$ cat config.mk
export PLATFORM = sky130hd
export DESIGN_NAME = tcell_outctl
export DESIGN_NICKNAME = d
export VERILOG_FILES = /design/src/rtl/tcell_pkg.sv /design/src/rtl/tcell_ctl.sv /design/src/rtl/tcell_act.sv /design/src/rtl/tcell_inevt.sv /design/src/rtl/tcell_outctl.sv
export SDC_FILE = /design/constraint.sdc
export NUM_CORES = 1
export LEC_CHECK = 0
export ABC_AREA = 1
export BUFFER_PORTS_ARGS = -buffer_cell sky130_fd_sc_hd__buf_2
export CORE_AREA = 2 2 39 41
export DETAILED_ROUTE_END_ITERATION = 10
export DIE_AREA = 0 0 41 43
export PLACE_DENSITY = 0.75
export RECOVER_POWER = 100
export REMOVE_ABC_BUFFERS = 1
export SLEW_MARGIN = 20
export SYNTH_ARGS = -nofsm -noshare
export SYNTH_HDL_FRONTEND = slang
export SYNTH_SLANG_ARGS = --single-unit
$ cat constraint.sdc
create_clock -name clk -period 0.92 [get_ports clk]
set_input_delay 0 -clock clk [delete_from_list [all_inputs] [get_ports clk]]
set_output_delay 0 -clock clk [all_outputs]
set_load 0.02 [all_outputs]
$ cat src/rtl/tcell_pkg.sv
package tcell_pkg;
  localparam int CODE_W = 2;

  localparam logic [CODE_W-1:0] ACT_NONE = 2'b00;
  localparam logic [CODE_W-1:0] ACT_TOG  = 2'b01;
  localparam logic [CODE_W-1:0] ACT_CLR  = 2'b10;
  localparam logic [CODE_W-1:0] ACT_SET  = 2'b11;

  typedef struct packed {
    logic              lvl;
    logic              wait_link;
    logic              bypass;
    logic              listen;
    logic [CODE_W-1:0] code;
  } tcell_cfg_t;

  function automatic logic apply_code(input logic cur, input logic [CODE_W-1:0] c);
    case (c)
      ACT_TOG: apply_code = ~cur;
      ACT_CLR: apply_code = 1'b0;
      ACT_SET: apply_code = 1'b1;
      default: apply_code = cur;
    endcase
  endfunction
endpackage

$ cat src/rtl/tcell_ctl.sv
module tcell_ctl
  import tcell_pkg::*;
(
  input  logic       clk,
  input  logic       rst,
  input  logic       we,
  input  tcell_cfg_t wcfg,
  input  logic       tmr_clr,
  input  logic       link_hit,
  input  logic       sel_in,
  output tcell_cfg_t cfg,
  output logic       sel_lvl
);
  tcell_cfg_t cfg_n;

  always_comb begin
    cfg_n = cfg;
    if (we) cfg_n = wcfg;
    if (link_hit) cfg_n.wait_link = 1'b0;
    if (tmr_clr) begin
      cfg_n.wait_link = 1'b0;
      cfg_n.bypass    = 1'b0;
    end
  end

  always_ff @(posedge clk) begin
    if (rst) begin
      cfg     <= '0;
      sel_lvl <= 1'b0;
    end else begin
      cfg     <= cfg_n;
      sel_lvl <= sel_in;
    end
  end

  AST_TMR_CLEARS: assert property (@(posedge clk) disable iff (rst)
    tmr_clr |=> (!cfg.bypass && !cfg.wait_link));
  AST_LINK_WAKES: assert property (@(posedge clk) disable iff (rst)
    link_hit |=> !cfg.wait_link);
endmodule

$ cat src/rtl/tcell_act.sv
module tcell_act
  import tcell_pkg::*;
#(
  parameter logic OUT_RST = 1'b0
) (
  input  logic              clk,
  input  logic              rst,
  input  tcell_cfg_t        cfg,
  input  logic              loc_evt,
  input  logic [CODE_W-1:0] link_in,
  output logic              link_hit,
  output logic              cell_out,
  output logic [CODE_W-1:0] link_out
);
  logic loc_act;
  logic out_n;
  logic [CODE_W-1:0] lnk_n;

  assign link_hit = cfg.listen && (link_in != ACT_NONE);
  assign loc_act  = loc_evt && !cfg.wait_link;

  always_comb begin
    out_n = cell_out;
    lnk_n = ACT_NONE;
    if (link_hit) begin
      out_n = apply_code(cell_out, link_in);
      lnk_n = link_in;
    end else if (loc_act) begin
      out_n = apply_code(cell_out, cfg.code);
      if (!cfg.bypass) lnk_n = cfg.code;
    end
  end

  always_ff @(posedge clk) begin
    if (rst) begin
      cell_out <= OUT_RST;
      link_out <= ACT_NONE;
    end else begin
      cell_out <= out_n;
      link_out <= lnk_n;
    end
  end

  AST_DEAF_LINK: assert property (@(posedge clk) disable iff (rst)
    (!cfg.listen && !loc_evt) |=> ($stable(cell_out) && link_out == ACT_NONE));
  AST_LINK_SET: assert property (@(posedge clk) disable iff (rst)
    (cfg.listen && link_in == ACT_SET) |=> cell_out);
  AST_LINK_CLR: assert property (@(posedge clk) disable iff (rst)
    (cfg.listen && link_in == ACT_CLR) |=> !cell_out);
  AST_BYPASS_QUIET: assert property (@(posedge clk) disable iff (rst)
    (cfg.bypass && (!cfg.listen || link_in == ACT_NONE)) |=> link_out == ACT_NONE);
  AST_DORMANT: assert property (@(posedge clk) disable iff (rst)
    (cfg.wait_link && !link_hit) |=> $stable(cell_out));
endmodule

$ cat src/rtl/tcell_inevt.sv
module tcell_inevt (
  input  logic clk,
  input  logic rst,
  input  logic lvl_mode,
  input  logic full_speed,
  input  logic in_line,
  output logic evt
);
  logic prev;
  logic evt_n;

  always_comb begin
    if (lvl_mode) evt_n = in_line;
    else          evt_n = in_line && !prev && !full_speed;
  end

  always_ff @(posedge clk) begin
    if (rst) begin
      prev <= 1'b0;
      evt  <= 1'b0;
    end else begin
      prev <= in_line;
      evt  <= evt_n;
    end
  end

  AST_EDGE_LOW: assert property (@(posedge clk) disable iff (rst)
    (!lvl_mode && !in_line) |=> !evt);
  AST_EDGE_FAST: assert property (@(posedge clk) disable iff (rst)
    (!lvl_mode && full_speed) |=> !evt);
  AST_LEVEL_FOLLOW: assert property (@(posedge clk) disable iff (rst)
    lvl_mode |=> (evt == $past(in_line)));
endmodule

$ cat src/rtl/tcell_outctl.sv
module tcell_outctl
  import tcell_pkg::*;
#(
  parameter logic OUT_RST = 1'b0
) (
  input  logic       clk,
  input  logic       rst,
  input  logic       cfg_we,
  input  logic [2:0] cfg_mode,
  input  logic       cfg_bypass,
  input  logic       cfg_wait_link,
  input  logic       cfg_level,
  input  logic       timer_clr,
  input  logic       loc_evt,
  input  logic       in_line,
  input  logic       full_speed,
  input  logic       sel_in,
  input  logic [1:0] link_in,
  output logic       cell_out,
  output logic [1:0] link_out,
  output logic       in_evt,
  output logic       stat_sel_lvl,
  output logic       stat_en
);
  tcell_cfg_t wcfg;
  tcell_cfg_t cfg;
  logic       link_hit;

  always_comb begin
    wcfg.lvl       = cfg_level;
    wcfg.wait_link = cfg_wait_link;
    wcfg.bypass    = cfg_bypass;
    wcfg.listen    = cfg_mode[2];
    wcfg.code      = cfg_mode[1:0];
  end

  tcell_ctl u_ctl (
    .clk(clk), .rst(rst), .we(cfg_we), .wcfg(wcfg), .tmr_clr(timer_clr),
    .link_hit(link_hit), .sel_in(sel_in), .cfg(cfg), .sel_lvl(stat_sel_lvl)
  );

  tcell_act #(.OUT_RST(OUT_RST)) u_act (
    .clk(clk), .rst(rst), .cfg(cfg), .loc_evt(loc_evt), .link_in(link_in),
    .link_hit(link_hit), .cell_out(cell_out), .link_out(link_out)
  );

  tcell_inevt u_inevt (
    .clk(clk), .rst(rst), .lvl_mode(cfg.lvl), .full_speed(full_speed),
    .in_line(in_line), .evt(in_evt)
  );

  assign stat_en = !cfg.wait_link;

  AST_SEL_TRACK: assert property (@(posedge clk) disable iff (rst)
    1'b1 |=> (stat_sel_lvl == $past(sel_in)));
  AST_DORMANT_NOFWD: assert property (@(posedge clk) disable iff (rst)
    (!stat_en && !(cfg_mode[2] === 1'bx) && !link_hit) |=> link_out == 2'b00);
endmodule

==> impl_metrics.csv <==
group,metric,value,unit
run_status,outcome,"finished, violations left",
run_status,violations,"negative setup slack",
timing,finalMaxSlewViolations,0,
synthesis,synth_xor_area_share,0,%
clocking,root_buffer,"clkbuf_4",
floorplan,die_area,0.00176,sq mm
pwr,peakVddDrop,0.969,mV
pwr,clkPwrFrac,34.9,%
synthesis,synthAdderAreaFrac,2.49,%
clocking,tritoncts,"built",
clocking,cts_htree_levels,1,
timing,fin_crit,0.966,ns
timing,grt_setup_unrepaired,"yes",
cells_and_area,register_area,243,sq um
drt,viasPerCell,4.53,
critical_path,crit_path_max_fanout,2,
timing,worst_slew_pin_slew,0.258,ns
drt,drt-initial-drc-count,6,
drt,routed_wl,1080,um
pwr,pwr-share-comb,18.2,%
critical_path,slowest_delay,0.34,ns
global_routing,grt_pass1_vias,504,
timing,period_share,105,%
timing,relSlewSlack,82.9,%
synthesis,syn_inst,67,
critical_path,endpoint_kind,"register",
run,drv_cap,0,
cells_and_area,final_cell_mix,"nor2_1, buf_2, dfxtp_1",
placed_design,pre_cts_ws,-0.105,ns
critical_path,start_kind,"register",
global_routing,grtUsageTotal,16.0,%
pwr,p_sw,0.317,mW
synthesis,synth_top_family_by_area,"simple AND/OR/NAND/NOR gates",
synthesis,ys_warn_count,0,
cells_and_area,fill_cells,132,
floorplan,start_util,36.3,%
floorplan,core,0.00138,sq mm
min_path,hp-class,"input port to register",
cells_and_area,n_antenna_cell,0,
placed_design,hpwl,780,um
global_routing,antenna_found_initial,0,
clocking,clkLatencyLatePin,0.28,ns
critical_path,required,1.10,ns
critical_path,worstSetupPathType,"register to register",
pwr,total_power,1.22,mW
floorplan,dieWidth,41,um
placed_design,place.gp.congestion,0.767,
clocking,post_cts_buffers,0,
critical_path,arrival,1.15,ns
pwr,leakagePower,0.372,nW
critical_path,critPathMostFrequentCell,"nand2_1",
timing,fmax,1040,MHz
drt,vias,535,
floorplan,die_h,43,um
floorplan,rows,14,
timing,tns,-0.0456,ns
synthesis,synth-compound-area-share,15.0,%
placed_design,io_buffers,21,
timing,setup_violations,1,
pwr,seqPwrFrac,46.9,%
synthesis,synth_seq_area_share,47.9,%
cells_and_area,area_delta_synth_final,51.4,%
drt,drc,0,
synthesis,synthSimpleGateAreaFrac,26.4,%
cells_and_area,drive_gt1_share,29.4,%
timing,clock-skew-final,0.00319,ns
pwr,intPower,0.901,mW
drt,ant_nets,0,
clocking,cts_made_buffers,3,
cells_and_area,multi_input_area,225,sq um
cells_and_area,nNetsFinal,120,
synthesis,synth.avg_cell_area,7.49,sq um
clocking,clk_pin_slew,0.08,ns
global_routing,grt_max_degree,9,
floorplan,ios,22,
global_routing,grt_pass1_wl,1920,um
synthesis,ys_ff_latch,12,
pwr,p_per_area,1600,mW/mm^2
synthesis,synth_area,502,sq um
critical_path,critPathSlowestCell,"dfxtp_2",
global_routing,overflow,0,
critical_path,cp_cell_sequence,"ha_4 -> inv_2 -> nand2_2 -> nand2_1 -> nand3_1 -> nand2_1 -> nor2_1",
synthesis,muxShareOfSynthArea,0,%
timing,hold_viol,0,
clocking,numClockSinks,12,
clocking,clock_path_buffers,2,
timing,fin_ws,-0.0456,ns
drt,drt-pass1-iter-count,4,
pwr,p_sw_share,26.0,%
synthesis,synth.distinct_cells,16,
drt,avgRoutedWirePerCell,9.19,um
-- timing repair --
item | CTS | global route
gates resized for setup | 5 | 0
endpoints found under the hold margin | 10 | 0
hold buffers | 8 | 0
setup endpoints to repair | 1 | 1
pin swaps | 5 | 0
-- power by group through the flow --
stage               sequential (mW)  clock, mW  combinational, mW
floorplan                     0.598          0             0.0944
global placement              0.578          0              0.190
detailed placement            0.579          0              0.195
CTS                           0.571      0.419              0.230
global route                  0.577      0.465              0.247
finish                        0.571      0.426              0.221
-- layer usage --
layer	global-route usage, %	vias up	wire length [um]
li1	-	283	-
met1	19.1	233	459
met2	24.7	17	544
met3	4.71	2	63
met4	8.00	0	17
met5	0	-	0
-- area by class of cell --
cell class	count	share of cell area, %
Inverter	11	5.44
Timing Repair Buffer	31	25.5
Sequential cell	12	32.0
Clock buffer	4	4.78
Multi-Input combinational cell	44	29.7
Tap cell	16	2.64
-- registers in the layout (all words and copies together), names as in the netlist --
name,count
u_inevt.evt,1
u_inevt.prev,1
u_ctl.sel_lvl,1
u_act.link_out,2
u_act.cell_out,1
u_ctl.cfg,6
-- synthesized netlist by cell type --
library cell  number  area share (%)
nand3_1            1             1.0
o21ai_0            6             6.0
nor2_1            14              10
dfxtp_1           12              48
inv_2              1            0.75
or2_4              1             1.7
o21ai_1            2             2.0
nand2_1           10             7.5
nor2_2             1             1.2
o21a_1             1             1.5
nor3_2             1             2.0
nand4_1            2             2.5
a211oi_2           1             2.5
a21oi_1            3             3.0
inv_1             10             7.5
ha_1               1             2.5
-- worst paths after layout --
kind | startpoint | cells after the start | endpoint | slack, ns
worst max-delay path | u_ctl.cfg[1] | 7 | u_act.cell_out | -0.05
worst min-delay path | full_speed | 3 | u_inevt.evt | 0.01
worst max register to register | u_ctl.cfg[1] | 7 | u_act.cell_out | -0.05
worst min register to register | u_ctl.cfg[5] | 1 | u_inevt.evt | 0.48
-- per-stage QoR --
| stage | hold WS [ns] | util (%) | instances | area [sq um] |
|---|---|---|---|---|
| 2_1_floorplan | 0.0691 | - | 67 | 502 |
| 3_3_place_gp | 0.206 | 46.4 | 106 | 642 |
| 3_5_place_dp | 0.221 | 46.4 | 106 | 642 |
| 4_1_cts | 0.0206 | 56.1 | 118 | 776 |
| 5_1_grt | 0.00918 | 54.9 | 118 | 759 |
| 6_report | 0.0143 | 54.9 | 118 | 759 |
-- worst max-delay path, delay by kind of cell, from the launching register on --
kind                       cells  cell delay (ns)
DFF                            1             0.34
and+or+nand+nor                5             0.26
adders and majority gates      1             0.23
buffers and inverters          1             0.04
-- logic make-up after synthesis --
| logic type | after synthesis |
|---|---|
| buffers and inverters | 11 |
| flip-flops | 12 |
| AND/OR/NAND/NOR | 30 |
| AO/OA/AOI/OAI | 13 |
| adder cells (fa/ha/maj) | 1 |
(Power assumes the default switching activity.)
